[src/rtl/sram_entry_fetch_pkg.sv]
package sram_entry_fetch_pkg;

  typedef enum logic [2:0] {
    ST_IDLE,
    ST_REQ,
    ST_WAIT,
    ST_READ,
    ST_DONE
  } fetch_state_e;

  localparam int unsigned DATA_W = 32;

endpackage

[src/rtl/sef_port_steer.sv]
module sef_port_steer #(
  parameter int unsigned IDX_W        = 16,
  parameter int unsigned SRAM_ENTRIES = 16384
) (
  input  logic [IDX_W-1:0] index_i,
  input  logic             dual_i,
  output logic             port_o,
  output logic             direct_o
);
  localparam int unsigned HALF = SRAM_ENTRIES / 2;

  logic [31:0] idx_ext;

  assign idx_ext  = 32'(index_i);
  assign direct_o = idx_ext >= SRAM_ENTRIES;
  // upper half moves to the second engine only while it runs
  assign port_o   = dual_i && (idx_ext >= HALF);
endmodule

[src/rtl/sef_poll_timer.sv]
module sef_poll_timer #(
  parameter int unsigned POLL_CYC    = 1000,
  parameter int unsigned TIMEOUT_CYC = 10000
) (
  input  logic clk_i,
  input  logic rst_ni,
  input  logic clr_i,
  input  logic run_i,
  output logic sample_o,
  output logic expired_o
);
  localparam int unsigned PC_W = $clog2(POLL_CYC + 1);
  localparam int unsigned T_W  = $clog2(TIMEOUT_CYC + 1);
  localparam logic [PC_W-1:0] PC_LAST = PC_W'(POLL_CYC - 1);
  localparam logic [T_W-1:0]  T_END   = T_W'(TIMEOUT_CYC);

  logic [PC_W-1:0] pc_q;
  logic [T_W-1:0]  t_q;

  always_ff @(posedge clk_i or negedge rst_ni) begin
    if (!rst_ni) begin
      pc_q <= '0;
      t_q  <= '0;
    end else if (clr_i) begin
      pc_q <= '0;
      t_q  <= '0;
    end else if (run_i) begin
      pc_q <= (pc_q == PC_LAST) ? '0 : pc_q + 1'b1;
      if (t_q != T_END) t_q <= t_q + 1'b1;
    end
  end

  assign sample_o  = run_i && (pc_q == '0);
  assign expired_o = run_i && (t_q == T_END);
endmodule

[src/rtl/sef_word_buf.sv]
module sef_word_buf #(
  parameter int unsigned WORDS  = 20,
  parameter int unsigned DATA_W = 32,
  parameter int unsigned ADDR_W = 5
) (
  input  logic              clk_i,
  input  logic              rst_ni,
  input  logic              we_i,
  input  logic [ADDR_W-1:0] waddr_i,
  input  logic [DATA_W-1:0] wdata_i,
  input  logic [ADDR_W-1:0] raddr_i,
  output logic [DATA_W-1:0] rdata_o
);
  logic [DATA_W-1:0] mem_q [WORDS];

  for (genvar g = 0; g < WORDS; g++) begin : g_slot
    always_ff @(posedge clk_i or negedge rst_ni) begin
      if (!rst_ni) mem_q[g] <= '0;
      else if (we_i && (waddr_i == ADDR_W'(g))) mem_q[g] <= wdata_i;
    end
  end

  always_comb begin
    rdata_o = '0;
    for (int i = 0; i < WORDS; i++)
      if (raddr_i == ADDR_W'(i)) rdata_o = mem_q[i];
  end
endmodule

[src/rtl/sram_entry_fetch.sv]
module sram_entry_fetch
  import sram_entry_fetch_pkg::*;
#(
  parameter int unsigned IDX_W        = 16,
  parameter int unsigned SRAM_ENTRIES = 16384,
  parameter int unsigned ENTRY_WORDS  = 20,
  parameter int unsigned CLK_MHZ      = 100,
  parameter int unsigned POLL_US      = 10,
  parameter int unsigned TIMEOUT_US   = 100,
  parameter int unsigned WORD_W       = $clog2(ENTRY_WORDS)
) (
  input  logic              clk_i,
  input  logic              rst_ni,
  input  logic              cmd_valid_i,
  input  logic [IDX_W-1:0]  cmd_index_i,
  input  logic              cmd_dual_i,
  output logic              busy_o,
  output logic              done_o,
  output logic              err_o,
  output logic              direct_o,
  output logic              req_o,
  output logic              port_o,
  output logic [IDX_W-1:0]  req_index_o,
  input  logic [1:0]        ack_i,
  output logic              rd_en_o,
  output logic [WORD_W-1:0] rd_word_o,
  input  logic [31:0]       rd_data_i,
  input  logic [WORD_W-1:0] buf_sel_i,
  output logic [31:0]       buf_data_o
);
  localparam int unsigned POLL_CYC    = CLK_MHZ * POLL_US;
  localparam int unsigned TIMEOUT_CYC = CLK_MHZ * TIMEOUT_US;
  localparam logic [WORD_W-1:0] WORD_LAST = WORD_W'(ENTRY_WORDS - 1);

  fetch_state_e       state_q;
  logic [IDX_W-1:0]   idx_q;
  logic               port_q, err_q, direct_q;
  logic [WORD_W-1:0]  word_q;
  logic               steer_port, steer_direct;
  logic               tick, expired, ack_sel;

  sef_port_steer #(
    .IDX_W       (IDX_W),
    .SRAM_ENTRIES(SRAM_ENTRIES)
  ) u_steer (
    .index_i (cmd_index_i),
    .dual_i  (cmd_dual_i),
    .port_o  (steer_port),
    .direct_o(steer_direct)
  );

  sef_poll_timer #(
    .POLL_CYC   (POLL_CYC),
    .TIMEOUT_CYC(TIMEOUT_CYC)
  ) u_timer (
    .clk_i    (clk_i),
    .rst_ni   (rst_ni),
    .clr_i    (state_q == ST_REQ),
    .run_i    (state_q == ST_WAIT),
    .sample_o (tick),
    .expired_o(expired)
  );

  sef_word_buf #(
    .WORDS (ENTRY_WORDS),
    .DATA_W(DATA_W),
    .ADDR_W(WORD_W)
  ) u_buf (
    .clk_i  (clk_i),
    .rst_ni (rst_ni),
    .we_i   (state_q == ST_READ),
    .waddr_i(word_q),
    .wdata_i(rd_data_i),
    .raddr_i(buf_sel_i),
    .rdata_o(buf_data_o)
  );

  assign ack_sel = ack_i[port_q];

  always_ff @(posedge clk_i or negedge rst_ni) begin
    if (!rst_ni) begin
      state_q  <= ST_IDLE;
      idx_q    <= '0;
      port_q   <= 1'b0;
      err_q    <= 1'b0;
      direct_q <= 1'b0;
      word_q   <= '0;
    end else begin
      unique case (state_q)
        ST_IDLE: if (cmd_valid_i) begin
          idx_q    <= cmd_index_i;
          port_q   <= steer_direct ? 1'b0 : steer_port;
          direct_q <= steer_direct;
          err_q    <= 1'b0;
          word_q   <= '0;
          state_q  <= steer_direct ? ST_DONE : ST_REQ;
        end
        ST_REQ: state_q <= ST_WAIT;
        ST_WAIT: begin
          if (tick && ack_sel) begin
            word_q  <= '0;
            state_q <= ST_READ;
          end else if (expired) begin
            err_q   <= 1'b1;
            state_q <= ST_DONE;
          end
        end
        ST_READ: begin
          if (word_q == WORD_LAST) state_q <= ST_DONE;
          else word_q <= word_q + 1'b1;
        end
        ST_DONE: state_q <= ST_IDLE;
        default: state_q <= ST_IDLE;
      endcase
    end
  end

  assign busy_o      = state_q != ST_IDLE;
  assign done_o      = state_q == ST_DONE;
  assign err_o       = done_o && err_q;
  assign direct_o    = done_o && direct_q;
  assign req_o       = state_q == ST_REQ;
  assign port_o      = port_q;
  assign req_index_o = idx_q;
  assign rd_en_o     = state_q == ST_READ;
  assign rd_word_o   = word_q;
endmodule

[config.mk]
export PLATFORM = sky130hd
export DESIGN_NAME = sram_entry_fetch
export DESIGN_NICKNAME = d
export VERILOG_FILES = /design/src/rtl/sram_entry_fetch_pkg.sv /design/src/rtl/sef_port_steer.sv /design/src/rtl/sef_poll_timer.sv /design/src/rtl/sef_word_buf.sv /design/src/rtl/sram_entry_fetch.sv
export SDC_FILE = /design/constraint.sdc
export NUM_CORES = 1
export LEC_CHECK = 0
export ABC_CLOCK_PERIOD_IN_PS = 5450
export BUFFER_PORTS_ARGS = -buffer_cell sky130_fd_sc_hd__buf_2
export CAP_MARGIN = 20
export CORE_MARGIN = 1
export CORE_UTILIZATION = 62
export CTS_CLUSTER_SIZE = 24
export DETAILED_ROUTE_END_ITERATION = 8
export HOLD_SLACK_MARGIN = 0.15
export PLACE_DENSITY = 0.84
export SYNTH_ARGS = -nofsm -noshare
export SYNTH_HDL_FRONTEND = slang
export SYNTH_SLANG_ARGS = --single-unit
[constraint.sdc]
create_clock -name clk_i -period 5.45 [get_ports clk_i]
set_clock_uncertainty 0.05 [all_clocks]
set_input_delay 1.635 -clock clk_i [delete_from_list [all_inputs] [get_ports clk_i]]
set_output_delay 1.635 -clock clk_i [all_outputs]
set_load 0.01 [all_outputs]
==> flow_summary.yaml <==
hold_path:
  worstHoldStart: "u_buf.mem_q[40]"
  hold_end: "u_buf.mem_q[40]"
  hp-class: "flip-flop to flip-flop"
  whs_path_depth: 1
routing:
  vias_per_cell: 7.00
  first_pass_iters: 6
  routed_wl_mm: 110
  vias: 25300
  wire_per_inst_um: 30.5
  first_iter_violations: 3263
  ant_nets: 0
  drt_drc_violations_left: 0
synth:
  syn_inst: 2666
  async_reset_ff_share_pct: 100
  synth_edf_count: 0
  yosys.area.top_type: "dfrtp_1"
  synthTopCellsByCount: "dfrtp_1 (691), mux2_2 (666), nor2_1 (143), a21oi_1 (135), clkbuf_1 (121)"
  syn_area_per_cell_um2: 12.1
  yosysUniqueCellTypes: 81
  ys_seq_area_share_pct: 53.5
  ys.flop_type: "dfrtp_1"
  netlist.area_leader.share_pct: 53.5
  synth_area_leaders: "dfrtp_1 (54%), mux2_2 (23%), a21oi_1 (2.1%), o21ai_0 (1.8%), nor2_1 (1.7%)"
  syn-cell-area_um2: 32300
  syn_nets: 2734
  synth_most_common_cell: "dfrtp_1"
  ys_ff_latch: 691
  yosysWarnings: 0
outcome:
  violations: "negative setup slack"
  status: "finished with violations"
critical_path:
  regToRegEndpoint: "u_buf.mem_q[86]"
  critical_path.max_fanout: 11
  r2r-start: "rd_word_o[2]"
  cp.required_ps: 3760
  cp-start-kind: "primary input"
  ff2ff_setup_slack_ps: 2330
  r2r_cells: 6
  cp.arrival_ps: 3770
  cp-end-kind: "output pin"
  crit_type: "primary input to output pin"
sta:
  finalSetupViolations: 2
  maxSlewViolCount: 0
  rsz0062_at_grt: "true"
  fin_ws_ps: -7.55
  max_slew_margin_pct: 32.2
  worst_pin_slew_ps: 1020
  min_period_ps: 5460
  hold_violations: 0
  max_freq_mhz: 183
  tns_ps: -12.2
  timing.final.crit_share_pct: 100
global_routing:
  grt.total_usage_pct: 41.2
  grt_max_degree: 110
  grt-busiest-layer: "met2"
  met1_usage_pct: 53.5
  antenna_found_initial: 7
  met3_usage_pct: 10.7
  grt_pass1_vias: 25900
  overflow: 0
  grt_pass1_wl_mm: 162
  met2_usage_pct: 63.0
place:
  numPortBuffers: 118
  dp_hpwl_mm: 70.5
  globalplace.congestion: 0.978
  place_area_um2: 35100
clock_tree:
  cts_root_buf: "clkbuf_16"
  htreeDepth: 3
  clock-sinks: 691
  clk_latency_ps: 640
  cts_buffers: 71
  cts_tree: "done"
  cts_buffer_depth: 3
  clk_pin_slew_worst_paths_ps: 60
floorplan:
  initial_core_util_pct: 62.8
  io_pins: 119
  die_height_um: 230
  fp.coreArea_um2: 51400
  std_cell_rows: 83
  dieWidth_um: 230
  die-area_um2: 53000
finish:
  nNetsFinal: 2947
  layout-drive-gt1-share_pct: 42.5
  stdcell_area_um2: 37900
  multi_input_area_um2: 14200
  filler_cell_count: 3251
  seq_area_um2: 17300
  area_growth_pct: 17.4
job:
  maxCapViolCount: 0
power_and_ir_drop:
  leakage_nw: 16.2
  peakVddDrop_mv: 0.345
  power_density_nw_per_um2: 360
[per-stage QoR]
stage	utilization (%)	hold slack [ps]	std cells	setup WS (ps)	total power, mW
after floorplan	-	407	2666	450	7.67
after global placement	68.0	421	3460	-306	8.38
after detailed placement	68.2	435	3467	-332	8.56
after CTS	73.1	448	3599	13.3	13.6
after global routing	73.8	457	3612	-7.24	14.0
final	73.8	449	3615	-7.55	13.7
[layout by cell type, fill, tap and decap left out, drive strengths merged, types with 12 or more instances in the layout]
| cell type | count |
|---|---|
| and3 | 13 |
| nand3 | 34 |
| a22oi | 57 |
| nor2 | 148 |
| nand2 | 110 |
| a211oi | 18 |
| inv | 25 |
| mux2 | 666 |
| nand4 | 17 |
| o22ai | 45 |
| dfrtp | 691 |
| nor3 | 25 |
| a221oi | 12 |
| buf | 377 |
| o21a | 12 |
| a22o | 12 |
| clkbuf | 108 |
| nor2b | 14 |
| mux2i | 31 |
| o211ai | 20 |
| a21oi | 137 |
| nand2b | 17 |
| o221ai | 32 |
| o21ai | 123 |
[state kept, by name, summed over array words and instances, names as in the netlist]
register,cells
u_timer.t_q,14
direct_q,1
req_index_o,16
err_q,1
u_timer.pc_q,10
rd_word_o,5
port_o,1
u_buf.mem_q,640
state_q,3
[power by group]
part | total [mW] | switching, mW | internal, mW
sequential | 6.45 | 0.520 | 5.93
combinational | 2.16 | 1.12 | 1.04
clock | 5.06 | 2.11 | 2.95
[critical path: stages]
cell and delay, ps:
clkbuf_4 200, or3_1 410, buf_4 170, nor2_4 210, buf_4 170, buf_4 150
nand2_1 60, a21oi_1 250, o221ai_2 160, o221ai_2 150, buf_2 210
[layout make-up]
cell class	instances	share of cell area, %
Sequential cell	691	45.6
Multi-Input combinational cell	1715	37.4
Tap cell	680	2.24
Timing Repair Buffer	378	8.15
Clock buffer	107	5.71
Inverter	22	0.218
Antenna cell	3	0.0198
Clock inverter	19	0.686
[kinds of logic after synthesis]
| kind of cell | count (synthesis) | share of synthesized area, % |
|---|---|---|
| flops | 691 | 53.5 |
| fa+ha+maj | 9 | 0.349 |
| buf+inv | 260 | 3.36 |
| compound gates | 550 | 11.2 |
| mux | 703 | 24.6 |
| xor+xnor | 13 | 0.353 |
| simple gates | 440 | 6.65 |
[repair_timing]
| item | CTS | global route |
|---|---|---|
| pin swaps | 2 | 10 |
| hold buffers | 0 | 0 |
| buffers inserted | 6 | 9 |
| resized for setup | 14 | 36 |
| setup endpoints to repair | 21 | 23 |
[worst max path at each step]
stage | from | end | slack (ps)
3_3_place_gp | buf_sel_i[4] | buf_data_o[21] | -310
2_1_floorplan | buf_sel_i[2] | buf_data_o[21] | 450
4_1_cts | buf_sel_i[4] | buf_data_o[8] | 10
6_report | buf_sel_i[3] | buf_data_o[25] | -8
5_1_grt | buf_sel_i[4] | buf_data_o[26] | -7
3_5_place_dp | buf_sel_i[4] | buf_data_o[21] | -330
[layer usage]
metal / routed length, µm / up-vias
li1: - / 10200
met2: 50200 / 1767
met1: 41000 / 12800
met3: 12000 / 516
met5: 57 / -
met4: 6920 / 8
Power figures use the tool's default switching activity.
